$ cat config.mk
export PLATFORM = sky130hd
export DESIGN_NAME = xoStartupSeq
export DESIGN_NICKNAME = d
export VERILOG_FILES = /design/src/rtl/xo_startup_pkg.sv /design/src/rtl/xoStartupDatapath.sv /design/src/rtl/xoStartupControl.sv /design/src/rtl/xoStartupSeq.sv
export SDC_FILE = /design/constraint.sdc
export NUM_CORES = 1
export LEC_CHECK = 0
export CORE_ASPECT_RATIO = 0.7
export CORE_MARGIN = 2
export CORE_UTILIZATION = 40
export DETAILED_ROUTE_END_ITERATION = 16
export HOLD_SLACK_MARGIN = 0.02
export SLEW_MARGIN = 0
export SYNTH_ARGS = -nofsm -noshare
export SYNTH_HDL_FRONTEND = slang
export SYNTH_HIERARCHICAL = 1
export SYNTH_SLANG_ARGS = --single-unit
$ cat constraint.sdc
create_clock -name clk -period 8.78 [get_ports clk]
set_input_delay 1.756 -clock clk [delete_from_list [all_inputs] [get_ports clk]]
set_output_delay 1.756 -clock clk [all_outputs]
set_load 0.1 [all_outputs]
$ cat src/rtl/xo_startup_pkg.sv
package xo_startup_pkg;

  typedef enum logic [2:0] {
    PH_IDLE    = 3'd0,
    PH_CHARGE  = 3'd1,
    PH_RAMP    = 3'd2,
    PH_CALC    = 3'd3,
    PH_SETTLED = 3'd4
  } phase_e;

  typedef struct packed {
    logic clearAll;
    logic captureT1;
    logic loadDiv;
    logic stepDiv;
  } dp_strobe_t;

endpackage

$ cat src/rtl/xoStartupDatapath.sv
module xoStartupDatapath
  import xo_startup_pkg::*;
#(
  parameter int ADC_W      = 5,
  parameter int IDAC_W     = 8,
  parameter int TIME_W     = 12,
  parameter int FILT_SHIFT = 2
) (
  input  logic              clk,
  input  logic              rst_n,
  input  dp_strobe_t        strobe,
  input  logic [ADC_W-1:0]  adcSample,
  input  logic [ADC_W-1:0]  thrFirst,
  input  logic [ADC_W-1:0]  thrSecond,
  input  logic [IDAC_W-1:0] idacNominal,
  input  logic [TIME_W-1:0] expectedTime,
  output logic              hitFirst,
  output logic              hitSecond,
  output logic [IDAC_W-1:0] finalCode
);
  localparam int ACC_W = ADC_W + FILT_SHIFT;
  localparam int NUM_W = IDAC_W + TIME_W;

  logic [ACC_W-1:0]  acc, accNext;
  logic [ADC_W-1:0]  filtered;
  logic [TIME_W-1:0] timeNow, timeFirst, divisor, rem;
  logic [NUM_W-1:0]  quo;
  logic [TIME_W:0]   remShift;
  logic              fits;

  // single-pole smoothing: acc tracks adc scaled by 2^FILT_SHIFT
  assign accNext  = acc - (acc >> FILT_SHIFT) + ACC_W'(adcSample);
  assign filtered = acc[ACC_W-1:FILT_SHIFT];
  assign hitFirst  = (filtered >= thrFirst);
  assign hitSecond = (filtered >= thrSecond);

  // restoring divider, one quotient bit per sleep-clock cycle
  assign remShift = {rem, quo[NUM_W-1]};
  assign fits     = (remShift >= {1'b0, divisor});
  assign finalCode = (|quo[NUM_W-1:IDAC_W]) ? '1 : quo[IDAC_W-1:0];

  always_ff @(posedge clk or negedge rst_n) begin
    if (!rst_n) begin
      acc       <= '0;
      timeNow   <= '0;
      timeFirst <= '0;
      divisor   <= '0;
      rem       <= '0;
      quo       <= '0;
    end else begin
      acc <= strobe.clearAll ? '0 : accNext;
      if (strobe.clearAll)    timeNow <= '0;
      else if (timeNow != '1) timeNow <= timeNow + 1'b1;
      if (strobe.captureT1) timeFirst <= timeNow;
      if (strobe.loadDiv) begin
        quo     <= NUM_W'(idacNominal) * NUM_W'(timeNow - timeFirst);
        rem     <= '0;
        divisor <= expectedTime;
      end else if (strobe.stepDiv) begin
        quo <= {quo[NUM_W-2:0], fits};
        rem <= fits ? TIME_W'(remShift - {1'b0, divisor}) : remShift[TIME_W-1:0];
      end
    end
  end

  // time base never runs backwards between starts
  assert_time_monotonic_R5: assert property (@(posedge clk) disable iff (!rst_n)
    !strobe.clearAll |=> (timeNow >= $past(timeNow)));

  // partial remainder stays below a nonzero divisor
  assert_rem_bound_R7: assert property (@(posedge clk) disable iff (!rst_n)
    (divisor != '0) |-> (rem < divisor));

endmodule

$ cat src/rtl/xoStartupControl.sv
module xoStartupControl
  import xo_startup_pkg::*;
#(
  parameter int IDAC_W       = 8,
  parameter int TIMEOUT_CYC  = 600,
  parameter int DIV_STEPS    = 20,
  parameter int DEFAULT_CODE = 128
) (
  input  logic              clk,
  input  logic              rst_n,
  input  logic              startReq,
  input  logic              hitFirst,
  input  logic              hitSecond,
  input  logic [IDAC_W-1:0] finalCode,
  input  logic [IDAC_W-1:0] idacNominal,
  output dp_strobe_t        strobe,
  output logic [2:0]        phase,
  output logic [IDAC_W-1:0] idacCode,
  output logic              done,
  output logic              timeoutErr
);
  localparam int CNT_W  = $clog2(TIMEOUT_CYC);
  localparam int STEP_W = $clog2(DIV_STEPS);

  phase_e            state, stateNext;
  logic              armed, timeoutHit;
  logic [CNT_W-1:0]  phaseCnt;
  logic [STEP_W-1:0] divCnt;
  logic [IDAC_W+1:0] triple;
  logic              cntLast;

  assign triple  = {1'b0, idacNominal, 1'b0} + {2'b00, idacNominal};
  assign cntLast = (phaseCnt == CNT_W'(TIMEOUT_CYC - 1));

  always_comb begin
    stateNext  = state;
    strobe     = '0;
    timeoutHit = 1'b0;
    case (state)
      PH_IDLE, PH_SETTLED:
        if (startReq) begin
          stateNext       = PH_CHARGE;
          strobe.clearAll = 1'b1;
        end
      PH_CHARGE:
        if (armed) stateNext = PH_RAMP;
        else if (hitFirst) strobe.captureT1 = 1'b1;
        else if (cntLast) begin
          stateNext  = PH_IDLE;
          timeoutHit = 1'b1;
        end
      PH_RAMP:
        if (hitSecond) begin
          stateNext      = PH_CALC;
          strobe.loadDiv = 1'b1;
        end else if (cntLast) begin
          stateNext  = PH_IDLE;
          timeoutHit = 1'b1;
        end
      PH_CALC: begin
        strobe.stepDiv = 1'b1;
        if (divCnt == STEP_W'(DIV_STEPS - 1)) stateNext = PH_SETTLED;
      end
      default: stateNext = PH_IDLE;
    endcase
  end

  always_ff @(posedge clk or negedge rst_n) begin
    if (!rst_n) begin
      state      <= PH_IDLE;
      armed      <= 1'b0;
      phaseCnt   <= '0;
      divCnt     <= '0;
      timeoutErr <= 1'b0;
    end else begin
      state <= stateNext;
      if (strobe.clearAll)       armed <= 1'b0;
      else if (strobe.captureT1) armed <= 1'b1;
      if (stateNext != state) phaseCnt <= '0;
      else if (state == PH_CHARGE || state == PH_RAMP) phaseCnt <= phaseCnt + 1'b1;
      if (strobe.loadDiv)        divCnt <= '0;
      else if (state == PH_CALC) divCnt <= divCnt + 1'b1;
      if (strobe.clearAll)  timeoutErr <= 1'b0;
      else if (timeoutHit)  timeoutErr <= 1'b1;
    end
  end

  always_comb begin
    case (state)
      PH_CHARGE:        idacCode = (|triple[IDAC_W+1:IDAC_W]) ? '1 : triple[IDAC_W-1:0];
      PH_RAMP, PH_CALC: idacCode = idacNominal;
      PH_SETTLED:       idacCode = finalCode;
      default:          idacCode = IDAC_W'(DEFAULT_CODE);
    endcase
  end

  assign phase = state;
  assign done  = (state == PH_SETTLED);

  // ramp begins two cycles after the first crossing was seen
  assert_ramp_entry_R4: assert property (@(posedge clk) disable iff (!rst_n)
    $rose(state == PH_RAMP) |-> $past(hitFirst, 2));

  // completion only follows the calculation window
  assert_settle_after_calc_R6: assert property (@(posedge clk) disable iff (!rst_n)
    $rose(done) |-> $past(state == PH_CALC));

  // the error flag only rises out of a watched phase
  assert_err_source_R8: assert property (@(posedge clk) disable iff (!rst_n)
    $rose(timeoutErr) |-> $past(state == PH_CHARGE || state == PH_RAMP));

  // a request mid-sequence does not restart it
  assert_start_ignored_R9: assert property (@(posedge clk) disable iff (!rst_n)
    ((state == PH_RAMP || state == PH_CALC) && startReq) |=> (state != PH_CHARGE));

endmodule

$ cat src/rtl/xoStartupSeq.sv
module xoStartupSeq
  import xo_startup_pkg::*;
#(
  parameter int ADC_W        = 5,
  parameter int IDAC_W       = 8,
  parameter int TIME_W       = 12,
  parameter int FILT_SHIFT   = 2,
  parameter int TIMEOUT_CYC  = 600,
  parameter int DEFAULT_CODE = 128
) (
  input  logic              clk,
  input  logic              rst_n,
  input  logic              startReq,
  input  logic [ADC_W-1:0]  adcSample,
  input  logic [ADC_W-1:0]  thrFirst,
  input  logic [ADC_W-1:0]  thrSecond,
  input  logic [IDAC_W-1:0] idacNominal,
  input  logic [TIME_W-1:0] expectedTime,
  output logic [IDAC_W-1:0] idacCode,
  output logic [2:0]        phase,
  output logic              done,
  output logic              timeoutErr
);
  localparam int DIV_STEPS = IDAC_W + TIME_W;

  dp_strobe_t        strobe;
  logic              hitFirst, hitSecond;
  logic [IDAC_W-1:0] finalCode;

  xoStartupDatapath #(
    .ADC_W(ADC_W), .IDAC_W(IDAC_W), .TIME_W(TIME_W), .FILT_SHIFT(FILT_SHIFT)
  ) uData (
    .clk(clk), .rst_n(rst_n), .strobe(strobe),
    .adcSample(adcSample), .thrFirst(thrFirst), .thrSecond(thrSecond),
    .idacNominal(idacNominal), .expectedTime(expectedTime),
    .hitFirst(hitFirst), .hitSecond(hitSecond), .finalCode(finalCode)
  );

  xoStartupControl #(
    .IDAC_W(IDAC_W), .TIMEOUT_CYC(TIMEOUT_CYC),
    .DIV_STEPS(DIV_STEPS), .DEFAULT_CODE(DEFAULT_CODE)
  ) uCtrl (
    .clk(clk), .rst_n(rst_n), .startReq(startReq),
    .hitFirst(hitFirst), .hitSecond(hitSecond),
    .finalCode(finalCode), .idacNominal(idacNominal),
    .strobe(strobe), .phase(phase), .idacCode(idacCode),
    .done(done), .timeoutErr(timeoutErr)
  );

endmodule

==> summary.md <==
| Metric | Value |
|---|---|
| Most frequent cells in the layout | inv_1, nand2_1, dfrtp_1 |
| Post_cts resized | 0 |
| Vias in the first global route | 7746 |
| Number of flops mapped to enable cells by yosys | 0 |
| DRC errors left | 0 |
| Met1 Track Usage GR | 26.3% |
| Fin crit share | 83.5% |
| Max Clk Rate | 136 MHz |
| HP Start | uData/timeFirst[0]$_DFFE_PN0P_ |
| WL/cell | 14.4 um |
| ANT cells | 0 |
| Hold Path Sink | uData/timeFirst[0]$_DFFE_PN0P_ |
| Gr ovfl total | 0 |
| Hold_buf cts | 0 |
| Antenna Violating Nets Remaining | 0 |
| Asr flop ratio synth | 100% |
| Global-route usage over all layers | 17.2% |
| Reg2Reg Setup Slack | 1.95 ns |
| Routed vias | 7813 |
| Setup TNS | 0 ns |
| Final setup fails | 0 |
| Synthesized area | 10400 um2 |
| Worst-path maximum fanout | 20 |
| Cells after Synth | 1180 |
| IO Count | 51 |
| Synthesis warning total | 6 |
| Post-DP HPWL | 17.1 mm |
| GR Util met3 | 3.62% |
| Crit Path Category | in -> out |
| WP data required | 7.02 ns |
| Tightest Hold Check Type | reg -> reg |
| Core Util, Final | 45.1% |
| Largest net degree at the start of global routing | 81 |
| Num rows | 49 |
| Syn_area_per_cell | 8.82 um2 |
| Pre-antenna DRT Iters | 7 |
| Worst-Skew Late Latency | 0.36 ns |
| Initial antenna violation count | 0 |
| Starting Density | 40.6% |
| Crit path launch type | input port |
| CTS tree | built |
| GRT met2 Usage | 25.1% |
| CP Data Arrival Time | 5.57 ns |
| Reg2reg path depth | 25 |
| Number of max-cap violations | 0 |
| Status | finished clean |
| CTS sink count | 95 |
| Post-synthesis sequential area ratio | 22.8% |
| Worst r2r src | uData/timeNow[1]$_DFFE_PN0P_ |
| Synth cell types | 80 |
| Top Usage Layer GRT | met1 |
| Via density | 5.05 |
| Most common cell after layout, fill and taps aside | inv_1 |
| Worst slew pin tran | 0.974 ns |
| Hold Path Stages | 1 |
| Nets | 1428 |
| Syn nets | 1397 |
| Final setup skew | 0.0102 ns |
| Final min period | 7.33 ns |
| Most used DFF post-synth | dfrtp_1 |
| CTS root buf | clkbuf_16 |
| Reg clk slew, reported paths | 0.07 ns |
| H-tree depth | 3 |
| P&R area growth vs syn | 11.1% |
| Die footprint | 27300 um2 |
| Max clock buf depth | 2 |
| FF-to-FF End | uData/quo[19]$_DFFE_PN0P_ |
| Die height | 139 um |
| Fraction of layout cells with a size suffix above 1 | 5.18% |
| Gpl congestion | 0.846 |
| PortBufs | 50 |
| Die Width | 197 um |
| First-pass GRT wire length | 38.8 mm |
| WL final | 22.3 mm |
| RSZ-0062 raised after global routing | no |
| Seq cells post-synth | 95 |
| Total CTS buffers | 9 |
| Relative slew margins | 34.9% |
| CP Capture Type | primary output |
| Slew Limit Fails | 0 |
| Final Hold Vio Count | 0 |
| Post-CTS repair timing setup buffer count | 0 |
| Total core area | 25600 um2 |
| DRT iter0 DRCs | 381 |
## synthesized netlist by cell type (24+ instances only)
cell	n	share of area, %
ha_1	92	11
and2_1	51	3.1
nand3_1	24	1.2
nor2b_1	25	1.5
inv_1	189	6.8
nor2_1	70	2.5
xnor2_1	41	3.4
a21oi_1	39	1.9
dfrtp_1	95	23
nand2_1	112	4.0
fa_1	87	17
o21ai_0	58	2.8
mux2i_1	27	2.6
nand2b_1	25	1.5
## through the flow
stage | area [um2] | std cells | hold slack (ns) | worst slack (ns)
after floorplan | 10400 | 1180 | 0.485 | 2.18
after global routing | 11600 | 1547 | 0.539 | 1.16
after detailed placement | 11200 | 1531 | 0.506 | 1.43
final | 11600 | 1547 | 0.515 | 1.45
after CTS | 11600 | 1547 | 0.522 | 1.45
after global placement | 11200 | 1531 | 0.498 | 1.48
## cells by family (layout without fill, tap and decap cells)
family / Yosys count / in the layout / synth area share (%)
AOI/OAI and AO/OA: 197 / 197 / 13.0
xor gates and xnor gates: 63 / 63 / 5.30
buffers and inverters: 225 / 261 / 8.34
and+or+nand+nor: 385 / 385 / 19.2
DFF: 95 / 95 / 22.8
muxes: 36 / 36 / 3.57
adders and majority gates: 179 / 179 / 27.8
## metal layers
layer  wire length, um  vias up
met2              9150      107
met3               832       20
met5                 0        -
li1                  -     3962
met4               227        0
met1             12000     3724
## state kept, by name, indices dropped and copies added, names as in the netlist
name	flops
uData/timeFirst	12
uData/rem	12
uCtrl/phaseCnt	10
uCtrl/phase	3
uData/quo	20
uData/timeNow	12
uData/acc	7
uCtrl/armed	1
uCtrl/divCnt	5
uData/divisor	12
uCtrl/timeoutErr	1
## how the worst max path moves through the flow
stage | to | start | cells after the start
after CTS | idacCode[7] | idacNominal[1] | 9
after global placement | idacCode[7] | idacNominal[1] | 9
final | idacCode[7] | idacNominal[1] | 9
after detailed placement | uData/quo[19]$_DFFE_PN0P_ | idacNominal[2] | 18
after global routing | idacCode[7] | idacNominal[1] | 9
after floorplan | idacCode[0] | idacNominal[3] | 6
## final cells by class
type / instances / area, um2
multi-input combinational: 860 / 7160
timing repair buffer: 54 / 528
sequential: 95 / 2380
clock buffer: 10 / 229
clock inverter: 6 / 133
inverter: 191 / 717
tap: 331 / 414
fill: 2498 / 14100
## critical path, cell delays in order
cell	delay [ns]
clkdlybuf4s50_1	0.84
ha_1	0.46
fa_1	0.42
a211oi_1	0.31
nor2_1	0.09
nor3_1	0.14
o2111a_1	0.41
a31oi_1	0.15
clkdlybuf4s50_1	0.99
Power is left out: the tool's default activity adds up to more than one toggle a clock period on the data nets, which glitch-free logic cannot reach.
